[src/rtl/rxq_pkg.sv]
package rxq_pkg;

  typedef struct packed {
    logic par;
    logic frm;
    logic brk;
  } rxq_flags_t;

  localparam int FLAG_W = 3;

endpackage

[src/rtl/rxq_store.sv]
module rxq_store
  import rxq_pkg::*;
#(
  parameter int DATA_W = 8,
  parameter int DEPTH  = 3
) (
  input  logic                          clk,
  input  logic                          rst,
  input  logic                          wr_en,
  input  logic [DATA_W-1:0]             wr_data,
  input  rxq_flags_t                    wr_flags,
  input  logic                          rd_en,
  output logic [DATA_W-1:0]             head_data,
  output rxq_flags_t                    head_flags,
  output logic [$clog2(DEPTH+1)-1:0]    count
);

  localparam int PTR_W = (DEPTH > 1) ? $clog2(DEPTH) : 1;
  localparam int CNT_W = $clog2(DEPTH + 1);
  localparam logic [PTR_W-1:0] LAST_PTR = PTR_W'(DEPTH - 1);
  localparam logic [CNT_W-1:0] FULL_CNT = CNT_W'(DEPTH);

  logic [DATA_W-1:0] data_mem [DEPTH];
  rxq_flags_t        flag_mem [DEPTH];

  logic [PTR_W-1:0] wr_ptr_q, rd_ptr_q;
  logic [CNT_W-1:0] count_q;

  function automatic logic [PTR_W-1:0] ptr_next(input logic [PTR_W-1:0] p);
    return (p == LAST_PTR) ? '0 : p + PTR_W'(1);
  endfunction

  // storage array kept without reset so it maps onto RAM
  always_ff @(posedge clk) begin
    if (wr_en) begin
      data_mem[wr_ptr_q] <= wr_data;
      flag_mem[wr_ptr_q] <= wr_flags;
    end
  end

  always_ff @(posedge clk) begin
    if (rst) begin
      wr_ptr_q <= '0;
      rd_ptr_q <= '0;
      count_q  <= '0;
    end else begin
      if (wr_en) wr_ptr_q <= ptr_next(wr_ptr_q);
      if (rd_en) rd_ptr_q <= ptr_next(rd_ptr_q);
      case ({wr_en, rd_en})
        2'b10:   count_q <= count_q + CNT_W'(1);
        2'b01:   count_q <= count_q - CNT_W'(1);
        default: count_q <= count_q;
      endcase
    end
  end

  always_comb begin
    if (count_q != '0) begin
      head_data  = data_mem[rd_ptr_q];
      head_flags = flag_mem[rd_ptr_q];
    end else begin
      head_data  = '0;
      head_flags = '0;
    end
  end

  assign count = count_q;

  AST_COUNT_BOUND: assert property (@(posedge clk) disable iff (rst)
    count_q <= FULL_CNT);

  AST_NO_EMPTY_READ: assert property (@(posedge clk) disable iff (rst)
    rd_en |-> count_q != '0);

  AST_NO_FULL_WRITE: assert property (@(posedge clk) disable iff (rst)
    (count_q == FULL_CNT && !rd_en) |-> !wr_en);

  AST_POP_DECREMENTS: assert property (@(posedge clk) disable iff (rst)
    (rd_en && !wr_en) |=> count_q == $past(count_q) - CNT_W'(1));

endmodule

[src/rtl/rxq_hold.sv]
module rxq_hold
  import rxq_pkg::*;
#(
  parameter int DATA_W = 8,
  parameter int DEPTH  = 3
) (
  input  logic                          clk,
  input  logic                          rst,
  input  logic                          push_valid,
  input  logic [DATA_W-1:0]             push_data,
  input  rxq_flags_t                    push_flags,
  input  logic                          pop_req,
  input  logic [$clog2(DEPTH+1)-1:0]    fifo_count,
  output logic                          pop_ok,
  output logic                          fifo_wr_en,
  output logic [DATA_W-1:0]             fifo_wr_data,
  output rxq_flags_t                    fifo_wr_flags,
  output logic                          ovr_set
);

  localparam int CNT_W = $clog2(DEPTH + 1);
  localparam logic [CNT_W-1:0] FULL_CNT = CNT_W'(DEPTH);

  logic              hold_v_q;
  logic [DATA_W-1:0] hold_data_q;
  rxq_flags_t        hold_flags_q;

  logic [CNT_W-1:0] cnt_after_pop;
  logic             room;
  logic             hold_move;
  logic             to_hold;

  always_comb begin
    pop_ok        = pop_req && (fifo_count != '0);
    cnt_after_pop = fifo_count - {{(CNT_W-1){1'b0}}, pop_ok};
    room          = cnt_after_pop < FULL_CNT;
    hold_move     = hold_v_q && room;
    to_hold       = push_valid && (hold_v_q || !room);
    ovr_set       = push_valid && hold_v_q && !room;
    fifo_wr_en    = hold_move || (push_valid && room && !hold_v_q);
    fifo_wr_data  = hold_move ? hold_data_q  : push_data;
    fifo_wr_flags = hold_move ? hold_flags_q : push_flags;
  end

  always_ff @(posedge clk) begin
    if (rst) begin
      hold_v_q <= 1'b0;
    end else if (to_hold) begin
      hold_v_q <= 1'b1;
    end else if (hold_move) begin
      hold_v_q <= 1'b0;
    end
  end

  always_ff @(posedge clk) begin
    if (to_hold) begin
      hold_data_q  <= push_data;
      hold_flags_q <= push_flags;
    end
  end

  AST_HOLD_ONLY_WHEN_FULL: assert property (@(posedge clk) disable iff (rst)
    hold_v_q |-> fifo_count == FULL_CNT);

  AST_HOLD_DRAINS_ON_POP: assert property (@(posedge clk) disable iff (rst)
    (hold_v_q && pop_ok) |-> fifo_wr_en);

  AST_OVR_NEEDS_HOLD: assert property (@(posedge clk) disable iff (rst)
    ovr_set |-> (hold_v_q && fifo_count == FULL_CNT));

endmodule

[src/rtl/rxq_status.sv]
module rxq_status
  import rxq_pkg::*;
(
  input  logic       clk,
  input  logic       rst,
  input  logic       block_mode,
  input  logic       err_clear,
  input  logic       new_valid,
  input  rxq_flags_t new_flags,
  input  rxq_flags_t head_flags,
  input  logic       ovr_set,
  output rxq_flags_t shown_flags,
  output logic       overrun
);

  rxq_flags_t acc_q;
  logic       ovr_q;

  always_ff @(posedge clk) begin
    if (rst) begin
      acc_q <= '0;
      ovr_q <= 1'b0;
    end else begin
      acc_q <= (err_clear ? '0 : acc_q) | (new_valid ? new_flags : '0);
      ovr_q <= (ovr_q && !err_clear) || ovr_set;
    end
  end

  assign shown_flags = block_mode ? acc_q : head_flags;
  assign overrun     = ovr_q;

  AST_OVR_STICKY: assert property (@(posedge clk) disable iff (rst)
    (ovr_q && !err_clear) |=> ovr_q);

  AST_OVR_SET_WINS: assert property (@(posedge clk) disable iff (rst)
    ovr_set |=> ovr_q);

  AST_ACC_CLEARED: assert property (@(posedge clk) disable iff (rst)
    (err_clear && !new_valid) |=> acc_q == '0);

  AST_ACC_KEEPS: assert property (@(posedge clk) disable iff (rst)
    !err_clear |=> ((acc_q & $past(acc_q)) == $past(acc_q)));

endmodule

[src/rtl/rx_status_fifo.sv]
module rx_status_fifo
  import rxq_pkg::*;
#(
  parameter int DATA_W = 8,
  parameter int DEPTH  = 3
) (
  input  logic              clk,
  input  logic              rst,
  input  logic              push_valid,
  input  logic [DATA_W-1:0] push_data,
  input  logic              push_par,
  input  logic              push_frm,
  input  logic              push_brk,
  input  logic              pop,
  input  logic              err_clear,
  input  logic              block_mode,
  output logic              rd_ready,
  output logic              rd_full,
  output logic [DATA_W-1:0] rd_data,
  output logic              rd_par,
  output logic              rd_frm,
  output logic              rd_brk,
  output logic              overrun
);

  localparam int CNT_W = $clog2(DEPTH + 1);
  localparam logic [CNT_W-1:0] FULL_CNT = CNT_W'(DEPTH);

  rxq_flags_t        in_flags;
  rxq_flags_t        wr_flags;
  rxq_flags_t        head_flags;
  rxq_flags_t        shown_flags;
  logic [DATA_W-1:0] wr_data;
  logic              wr_en;
  logic              pop_ok;
  logic              ovr_set;
  logic [CNT_W-1:0]  count;

  assign in_flags = '{par: push_par, frm: push_frm, brk: push_brk};

  rxq_hold #(.DATA_W(DATA_W), .DEPTH(DEPTH)) u_hold (
    .clk           (clk),
    .rst           (rst),
    .push_valid    (push_valid),
    .push_data     (push_data),
    .push_flags    (in_flags),
    .pop_req       (pop),
    .fifo_count    (count),
    .pop_ok        (pop_ok),
    .fifo_wr_en    (wr_en),
    .fifo_wr_data  (wr_data),
    .fifo_wr_flags (wr_flags),
    .ovr_set       (ovr_set)
  );

  rxq_store #(.DATA_W(DATA_W), .DEPTH(DEPTH)) u_store (
    .clk        (clk),
    .rst        (rst),
    .wr_en      (wr_en),
    .wr_data    (wr_data),
    .wr_flags   (wr_flags),
    .rd_en      (pop_ok),
    .head_data  (rd_data),
    .head_flags (head_flags),
    .count      (count)
  );

  rxq_status u_status (
    .clk         (clk),
    .rst         (rst),
    .block_mode  (block_mode),
    .err_clear   (err_clear),
    .new_valid   (push_valid),
    .new_flags   (in_flags),
    .head_flags  (head_flags),
    .ovr_set     (ovr_set),
    .shown_flags (shown_flags),
    .overrun     (overrun)
  );

  assign rd_ready = (count != '0);
  assign rd_full  = (count == FULL_CNT);
  assign rd_par   = shown_flags.par;
  assign rd_frm   = shown_flags.frm;
  assign rd_brk   = shown_flags.brk;

  AST_EMPTY_ZERO: assert property (@(posedge clk) disable iff (rst)
    !rd_ready |-> rd_data == '0);

  AST_FULL_IMPLIES_READY: assert property (@(posedge clk) disable iff (rst)
    rd_full |-> rd_ready);

  AST_CLEAR_KEEPS_LEVEL: assert property (@(posedge clk) disable iff (rst)
    (err_clear && !push_valid && !pop) |=> $stable(count));

endmodule

[config.mk]
export PLATFORM = sky130hd
export DESIGN_NAME = rx_status_fifo
export DESIGN_NICKNAME = d
export VERILOG_FILES = /design/src/rtl/rxq_pkg.sv /design/src/rtl/rxq_store.sv /design/src/rtl/rxq_hold.sv /design/src/rtl/rxq_status.sv /design/src/rtl/rx_status_fifo.sv
export SDC_FILE = /design/constraint.sdc
export NUM_CORES = 1
export LEC_CHECK = 0
export ABC_AREA = 1
export ABC_CLOCK_PERIOD_IN_PS = 2800
export BUFFER_PORTS_ARGS = -buffer_cell sky130_fd_sc_hd__clkbuf_2
export CAP_MARGIN = 20
export CORE_UTILIZATION = 25
export CTS_CLUSTER_SIZE = 40
export DETAILED_ROUTE_END_ITERATION = 7
export GPL_TIMING_DRIVEN = 0
export PLACE_DENSITY_LB_ADDON = 0.1
export SLEW_MARGIN = 0
export SYNTH_ARGS = -nofsm -noshare
export SYNTH_HDL_FRONTEND = slang
export SYNTH_SLANG_ARGS = --single-unit
[constraint.sdc]
create_clock -name clk -period 2.8 [get_ports clk]
set_clock_uncertainty 0.2 [all_clocks]
set_input_delay 0.56 -clock clk [delete_from_list [all_inputs] [get_ports clk]]
set_output_delay 0.56 -clock clk [all_outputs]
set_load 0.05 [all_outputs]
### Word level (Yosys, flattened, before mapping)

Memories as Yosys holds them, arrays and structs flattened. A register that Yosys moved wholly into a read port is not among the register bits.
Cells that the tools add are included.

* memories kept: 2
* flip-flop bits (word level): 22
* bits in writable memories: 33
* output and inout port bits: 14
* word-level logic and storage cells: 61
* input bits: 17

Memories
* u_store.data_mem: depth 3, width 8, rd ports 1, clocked after memory_dff 1, wr ports 1, RTL line rxq_store.sv:23 `logic [DATA_W-1:0] data_mem [DEPTH];`
* u_store.flag_mem: depth 3, width 3, rd ports 1, clocked after memory_dff 1, wr ports 1, RTL line rxq_store.sv:24 `rxq_flags_t flag_mem [DEPTH];`

* $lt $le $gt $ge: 1
* add/sub/neg operators: 5
* equality and inequality tests: 5
* reductions and logical operators: 17
* bitwise logic cells: 1
* multiplexer cells: 18

Operator list (number)
* 8-bit 2-to-1 mux: 2
* 3-bit 2-to-1 mux: 5
* 2-bit 2-to-1 mux: 6
* 2-bit == test (second input constant): 4
* 1-bit logical AND: 8
* 2-bit by 1-bit adder with 2-bit output (second input constant): 3
* 2-bit nonzero test: 3
* 1-bit 2-to-1 mux: 4
* 2-bit one-hot mux with 2 select lines: 1
* 1-bit logical NOT: 3
* 1-bit logical OR: 3
* 3-bit OR: 1
* 2-bit by 1-bit == test with 1-bit output (second input constant): 1
* 2-bit less-than comparator (second input constant): 1
* 2-bit by 1-bit subtractor with 2-bit output: 1
* 2-bit by 1-bit subtractor with 2-bit output (second input constant): 1

### Longest topological paths before layout

Gate-level depths: netlist (run 1).

* word-level depth: 9
* gate-level depth with buffers: 8
* gate-level depth less buffers: 8

### By module

From an unflattened synthesis (run 1), not the netlist that was laid out.

* cells, all modules: 254
* area, all modules: 2556.2 µm²

Modules (own cells, without submodules)
* rxq_store: instances 1, area each 1716.6 µm², cells an instance 158, sequential area each 1151.1 µm²
* rxq_hold: instances 1, area each 649.4 µm², cells an instance 65, sequential area each 350.3 µm²
* rxq_status: instances 1, area each 171.4 µm², cells an instance 26, sequential area each 80.1 µm²
* rx_status_fifo: instances 1, area each 18.8 µm², cells an instance 5, sequential area each 0.0 µm²

### Least setup slack after synthesis (run 1)

Ideal clock, no wire load.

* kind: reg-to-output
* start: register u_store.count_q[0] (netlist: u_store.count[0])
* end: output port rd_data[0]
* cell stages (with the launch flop): 5
* arrival time: 1.263 ns
* data required time: 2.040 ns
* setup slack: 0.777 ns
* buffers on the path: 0
* cells stage by stage: dfxtp_1 -> nor2_2 -> inv_2 -> o211ai_1 -> inv_1

* word-level cells in the longest chain between the ends: 2

Ends and longest elaborated chain
* start, declared: RTL line rxq_store.sv:27 `logic [CNT_W-1:0] count_q;`
* start signal, assigned: RTL line rxq_store.sv:50 `2'b10: count_q <= count_q + CNT_W'(1);`
* start signal, assigned: RTL line rxq_store.sv:51 `2'b01: count_q <= count_q - CNT_W'(1);`
* start signal, assigned: RTL line rxq_store.sv:52 `default: count_q <= count_q;`
* 2-bit nonzero test
* via rd_ready: RTL line rx_status_fifo.sv:17 `output logic rd_ready,`
* 8-bit 2-to-1 mux: RTL line rxq_store.sv:58 `if (count_q != '0) begin`
* end, declared: RTL line rx_status_fifo.sv:19 `output logic [DATA_W-1:0] rd_data,`

The timed path passes the listed nets, and every way through them passes these cells.

==> run metrics, run 1 <==
drt pass-1 iters=4; RSZ-0062 raised after global routing=no; maximum VDD drop=around 0.00034 V; Comb pwr share=between 30% and 40%; crit-path leading delay family=buffers and inverters; FMAX=0.3922 GHz; Max Slew Vio Count=0; Synthesized Nets=approximately 240; n_diodes=0; die extent in y=101.9 µm; initial core utilization=between 20% and 30%; type of element launching the critical path=register; NumNets Final=about 290; Flop pwr share=40.0%; M3 GR Usage=2.326%; Root Driver=clkbuf_8; CP arrival=about 1.8 ns; first-pass GRT wire length=8.238 mm; DP Worst Slack=between 0.4 and 0.5 ns; Detail Route Antenna Nets=0; Top FF cell, synth=edfxtp_1; Worst Hold Class=input port to register; area grow syn2layout=20.42%; HPWL after detailed placement=approximately 3.6 mm; TritonCTS clock tree=built; Async SR Flop Fraction=0%; Lkg Pwr=1.216 nW; final hold viol count=0; die area=0.01038 mm²; Die W=101.9 µm; Crit Path Category=register to output pin; CTS max path bufs=2; CP bufs+invs=3; post-synthesis cell area=0.002494 mm²; WHS=around 0.24 ns; antenna violations before repair=0; Worst Max-Slew Pin Slew=0.9613 ns; share of cells above drive strength 1=34.19%; drt via density=3.993; cts hold-fix bufs=0; GR Util met1=roughly 15%; status=finished, final reports clean; CTS Buf Count=9; PnR worst setup slack=approximately 0.25 ns; Post-synth top cells=nand2_1 (46), edfxtp_1 (44), nand2_2 (21); most numerous cell in the Yosys netlist=nand2_1; CP dominant cell by count=nand3_1; crit end category=output pin; Max Fanout on Critical Path=10; Port Buffers=29; Max-Cap Viols=0; GRT Util Overall=11.20%; Clock Power Share=between 20% and 30%; Final Cycle Share=91.05%; final-layout fill cell count=1052; FF/Latch Area=0.001582 mm²; vias in the first global route=~1500; Overflow after GRT=0; top cells by area, synth=edfxtp_1 (53%), dfxtp_1 (10%), nand2_1 (6.9%), nand2_2 (5.3%), nand3_2 (4.0%); NetSw=a little under 1 mW; Tot Pwr=between 2 and 3 mW; Yosys reg bits=57; cts repair resizes=0; minimum clock period=about 2.5 ns; Multi-input gate area=773.2 µm²; register area share after synthesis=63.42%; Post-Syn Instances=226; Post-synth EDFFs=44; slew margin rel.=~36%; Warnings, synthesis=0; GR peak layer=met2; Int Pwr=1.598 mW; Sink Count=57; Sw Ratio=38.24%; largest net degree at the start of global routing=12; worst r2r src=u_store.count[0]$_SDFFE_PP0P_; Avg Cell Area, Syn=11.03 µm²; Synth area leader=edfxtp_1; Worst path slowest cell=clkbuf_1; global-route track usage on met2=16.48%; Worst-Skew Late Latency=0.32 ns; share of the synthesized area in the top cell type=roughly 53%; gpl congestion=0.6549; vias=1617; Routed WL per cell=approximately 13 µm; drt initial violations=46; PwrDens=861.8 mW/mm²; crit path cell chain=inv_1, clkbuf_1, nand3_1, nand3_1, nand2_1, clkbuf_2; row count=36; DRC viols=0; library cells used by synthesis=25; # IOs=31; Finish-stage setup viols=0; Crit path largest cell delay=0.47 ns; Post-CTS Setup Bufs=0; Worst EP required=2.04 ns; Total Wirelength=5.272 mm; beginning of the worst hold path=push_data[3]; setup_tns=0 ns; Clock transition at path regs=0.07 ns; H-tree Lvls=3; Core Footprint=0.009729 mm²
-- metrics by stage --
stage,instances,utilization [%],instance area (µm²)
after floorplan,226,-,2494
final,405,30.86,3003
after CTS,405,30.86,3003
after global routing,405,30.86,3003
after global placement,388,28.83,2805
after detailed placement,389,28.95,2816
-- final timing paths --
path                                                         to  slack (ns)  cells after the start
worst max-delay path                                     rd_brk        0.25                      6
worst min-delay path            u_hold.hold_data_q[3]$_DFFE_PP_        0.24                      1
worst max register to register  u_hold.hold_data_q[6]$_DFFE_PP_        0.67                      4
worst min register to register      u_status.overrun$_SDFF_PP0_        0.26                      2
-- routing by layer --
metal	vias up	wire length, µm
met5	-	0
met3	5	128
li1	841	-
met4	0	74
met2	27	2360
met1	744	2709
-- state kept, by name, summed over array words and instances, names as in the netlist, named ones only --
name	flops
u_hold.hold_data_q	8
u_store.data_mem	24
u_store.wr_ptr_q	2
u_hold.hold_v_q	1
u_store.count	2
u_status.overrun	1
u_store.rd_ptr_q	2
u_store.flag_mem	9
u_hold.hold_flags_q	3
u_status.acc_q	3
-- area by class of cell --
cell class / count / share of cell area, %
plain buffers: 8 / 2.000
clock buffers: 10 / 4.250
clock inverters: 6 / 1.958
inverters: 21 / 2.625
multi-input cells: 140 / 25.75
flip-flops and latches: 57 / 52.67
well taps: 133 / 5.542
repair buffers: 30 / 5.208
-- worst reg2reg max path, cell delays in order (launching register included) --
cell and delay [ns]:
dfxtp_1 0.47, nand2_1 0.13, nor2_2 0.14, a21oi_1 0.07, nor2_1 0.74
-- power groups by stage --
| stage | Clock [mW] | Sequential (mW) | Combinational (mW) |
|---|---|---|---|
| floorplan | 0 | 1.04 | 0.632 |
| global placement | 0 | 1.05 | 0.839 |
| detailed placement | 0 | 1.05 | 0.842 |
| CTS | 0.748 | 1.04 | 0.843 |
| global route | 0.779 | 1.04 | 0.912 |
| finish | 0.728 | 1.04 | 0.825 |
-- cells by family (layout without fill, tap and decap cells) --
kind of cell | count (synthesis) | in the layout | share of synthesized area [%]
xor+xnor | 1 | 1 | 0.3513
compound gates | 19 | 19 | 4.917
simple gates | 119 | 119 | 25.24
fa+ha+maj | 1 | 1 | 0.5017
flops | 57 | 57 | 63.42
buf+inv | 29 | 75 | 5.569
-- cells in the final DEF (no fill, tap or decap), drive strengths merged --
master    instances
nand2            68
edfxtp           44
clkbuf           40
clkinvlp          1
or2               4
ha                1
xor2              1
clkinv            4
nor2             17
inv              21
nand3            30
a21oi             9
buf               8
bufinv            1
o21ai             2
o211ai            8
dfxtp            13
(Power assumes the default switching activity.)
==> inputs of run 2 (changes only) <==
CTS_BUF_LIST = sky130_fd_sc_hd__clkbuf_16   (was default)
==> run metrics, run 2 (same netlist as run 1, synthesis figures left out) <==
initial core utilization=between 20% and 30%; Lkg Pwr=1.266 nW; Final Cycle Share=90.41%; setup_tns=0 ns; global-route track usage on met2=16.32%; final hold viol count=0; Worst Hold Class=input port to register; Sw Ratio=35.40%; vias in the first global route=1492; Flop pwr share=35.8%; Die W=~100 µm; cts hold-fix bufs=0; HPWL after detailed placement=between 3 and 4 mm; Worst path slowest cell=clkbuf_1; Worst EP required=2.04 ns; TritonCTS clock tree=built; Root Driver=clkbuf_16; n_diodes=0; crit path cell chain=inv_1, clkbuf_1, nand3_1, nand3_1, nand2_1, clkbuf_2; die area=0.01038 mm²; largest net degree at the start of global routing=12; Routed WL per cell=approximately 13 µm; DRC viols=0; GR peak layer=met2; Clock transition at path regs=0.05 ns; slew margin rel.=35.88%; Int Pwr=roughly 1.9 mW; status=finished, final reports clean; drt via density=3.973; crit-path leading delay family=buffers and inverters; # IOs=31; Overflow after GRT=0; commonest cells after routing, fill and taps aside=nand2_1 (46), edfxtp_1 (44), clkbuf_2 (29), nand2_2 (21), inv_1 (20); minimum clock period=2.531 ns; gpl congestion=~0.65; area grow syn2layout=24.49%; Crit path largest cell delay=0.47 ns; CTS max path bufs=2; cts repair resizes=0; Sink Count=between 50 and 60; Total Wirelength=5.248 mm; CP arrival=~1.8 ns; PnR worst setup slack=0.2686 ns; Port Buffers=29; first-pass GRT wire length=8.231 mm; RSZ-0062 raised after global routing=no; Core Footprint=between 0.009 and 0.01 mm²; Max Slew Vio Count=0; Worst Max-Slew Pin Slew=about 0.96 ns; max reg flops=24; Post-CTS Setup Bufs=0; NumNets Final=about 290; DP Worst Slack=0.4884 ns; GRT Util Overall=11.25%; most common cell after layout, fill and taps aside=nand2_1; antenna violations before repair=0; maximum VDD drop=0.0003363 V; Crit Path Category=register to output pin; H-tree Lvls=3; FMAX=0.3950 GHz; die extent in y=101.9 µm; row count=36; drt initial violations=37; M3 GR Usage=2.326%; vias=1609; GR Util met1=15.53%; Max-Cap Viols=0; type of element launching the critical path=register; Max Fanout on Critical Path=10; CP dominant cell by count=nand3_1; Detail Route Antenna Nets=0; Finish-stage setup viols=0; NetSw=roughly 1.0 mW; CTS Buf Count=9; Worst-Skew Late Latency=0.32 ns; drt pass-1 iters=4; biggest regs=u_store.data_mem (24), u_store.flag_mem (9), u_hold.hold_data_q (8); Top reg by flops=u_store.data_mem; share of cells above drive strength 1=roughly 34%; Comb pwr share=28.4%; Clock Power Share=35.8%; CP bufs+invs=3; PwrDens=~930 mW/mm²; crit end category=output pin
## run 2: cell types whose count changed in the layout (fill, tap and decap cells not counted)
cell / before / now
inv_1: 19 / 20
clkbuf_8: 9 / 0
clkbuf_1: 2 / 1
clkbuf_16: 0 / 9
## run 2: path summary, 6_finish.rpt
path,from,endpoint,slack [ns],depth (start not counted)
max,register,rd_brk,0.27,6
min,push_data[3],u_hold.hold_data_q[3]$_DFFE_PP_,0.25,1
max reg2reg,u_store.count[0]$_SDFFE_PP0P_,u_hold.hold_data_q[4]$_DFFE_PP_,0.67,4
min reg2reg,u_status.overrun$_SDFF_PP0_,u_status.overrun$_SDFF_PP0_,0.26,2
## run 2: power groups by stage
stage / Combinational, mW / Clock [mW] / Sequential (mW)
global placement: 0.839 / 0 / 1.05
CTS: 0.843 / 1.06 / 1.04
floorplan: 0.632 / 0 / 1.04
global route: 0.912 / 1.09 / 1.05
detailed placement: 0.842 / 0 / 1.05
finish: 0.824 / 1.04 / 1.04
## run 2: layer usage
layer  vias up  share of wire (%)
li1        843                  -
met1       729                 51
met2        31                 45
met3         6                3.0
met4         0                1.4
met5         -                  0
## run 2: worst register-to-register path, stage by stage (launching register included)
cell and delay [ns]:
dfxtp_1 0.47, nand2_1 0.13, nor2_2 0.14, a21oi_1 0.07, nor2_1 0.74
## run 2: cell type report
class	instances	area [µm²]
Timing Repair Buffer	30	156.4
Multi-Input combinational cell	140	773.2
Clock buffer	9	225.2
Inverter	21	78.83
Tap cell	133	166.4
Sequential cell	57	1582
Fill cell	1038	6625
Buffer	8	60.06
Clock inverter	7	62.56
## run 2: per-stage QoR
step / area [µm²] / hold slack, ns / total power [mW] / cells / utilization (%)
2_1_floorplan: 2494 / 0.2391 / 1.677 / 226 / -
3_3_place_gp: 2805 / 0.2574 / 1.894 / 388 / 28.83
3_5_place_dp: 2816 / 0.2573 / 1.896 / 389 / 28.95
4_1_cts: 3104 / 0.2376 / 2.941 / 405 / 31.91
5_1_grt: 3104 / 0.2382 / 3.049 / 405 / 31.91
6_report: 3104 / 0.2470 / 2.899 / 405 / 31.91
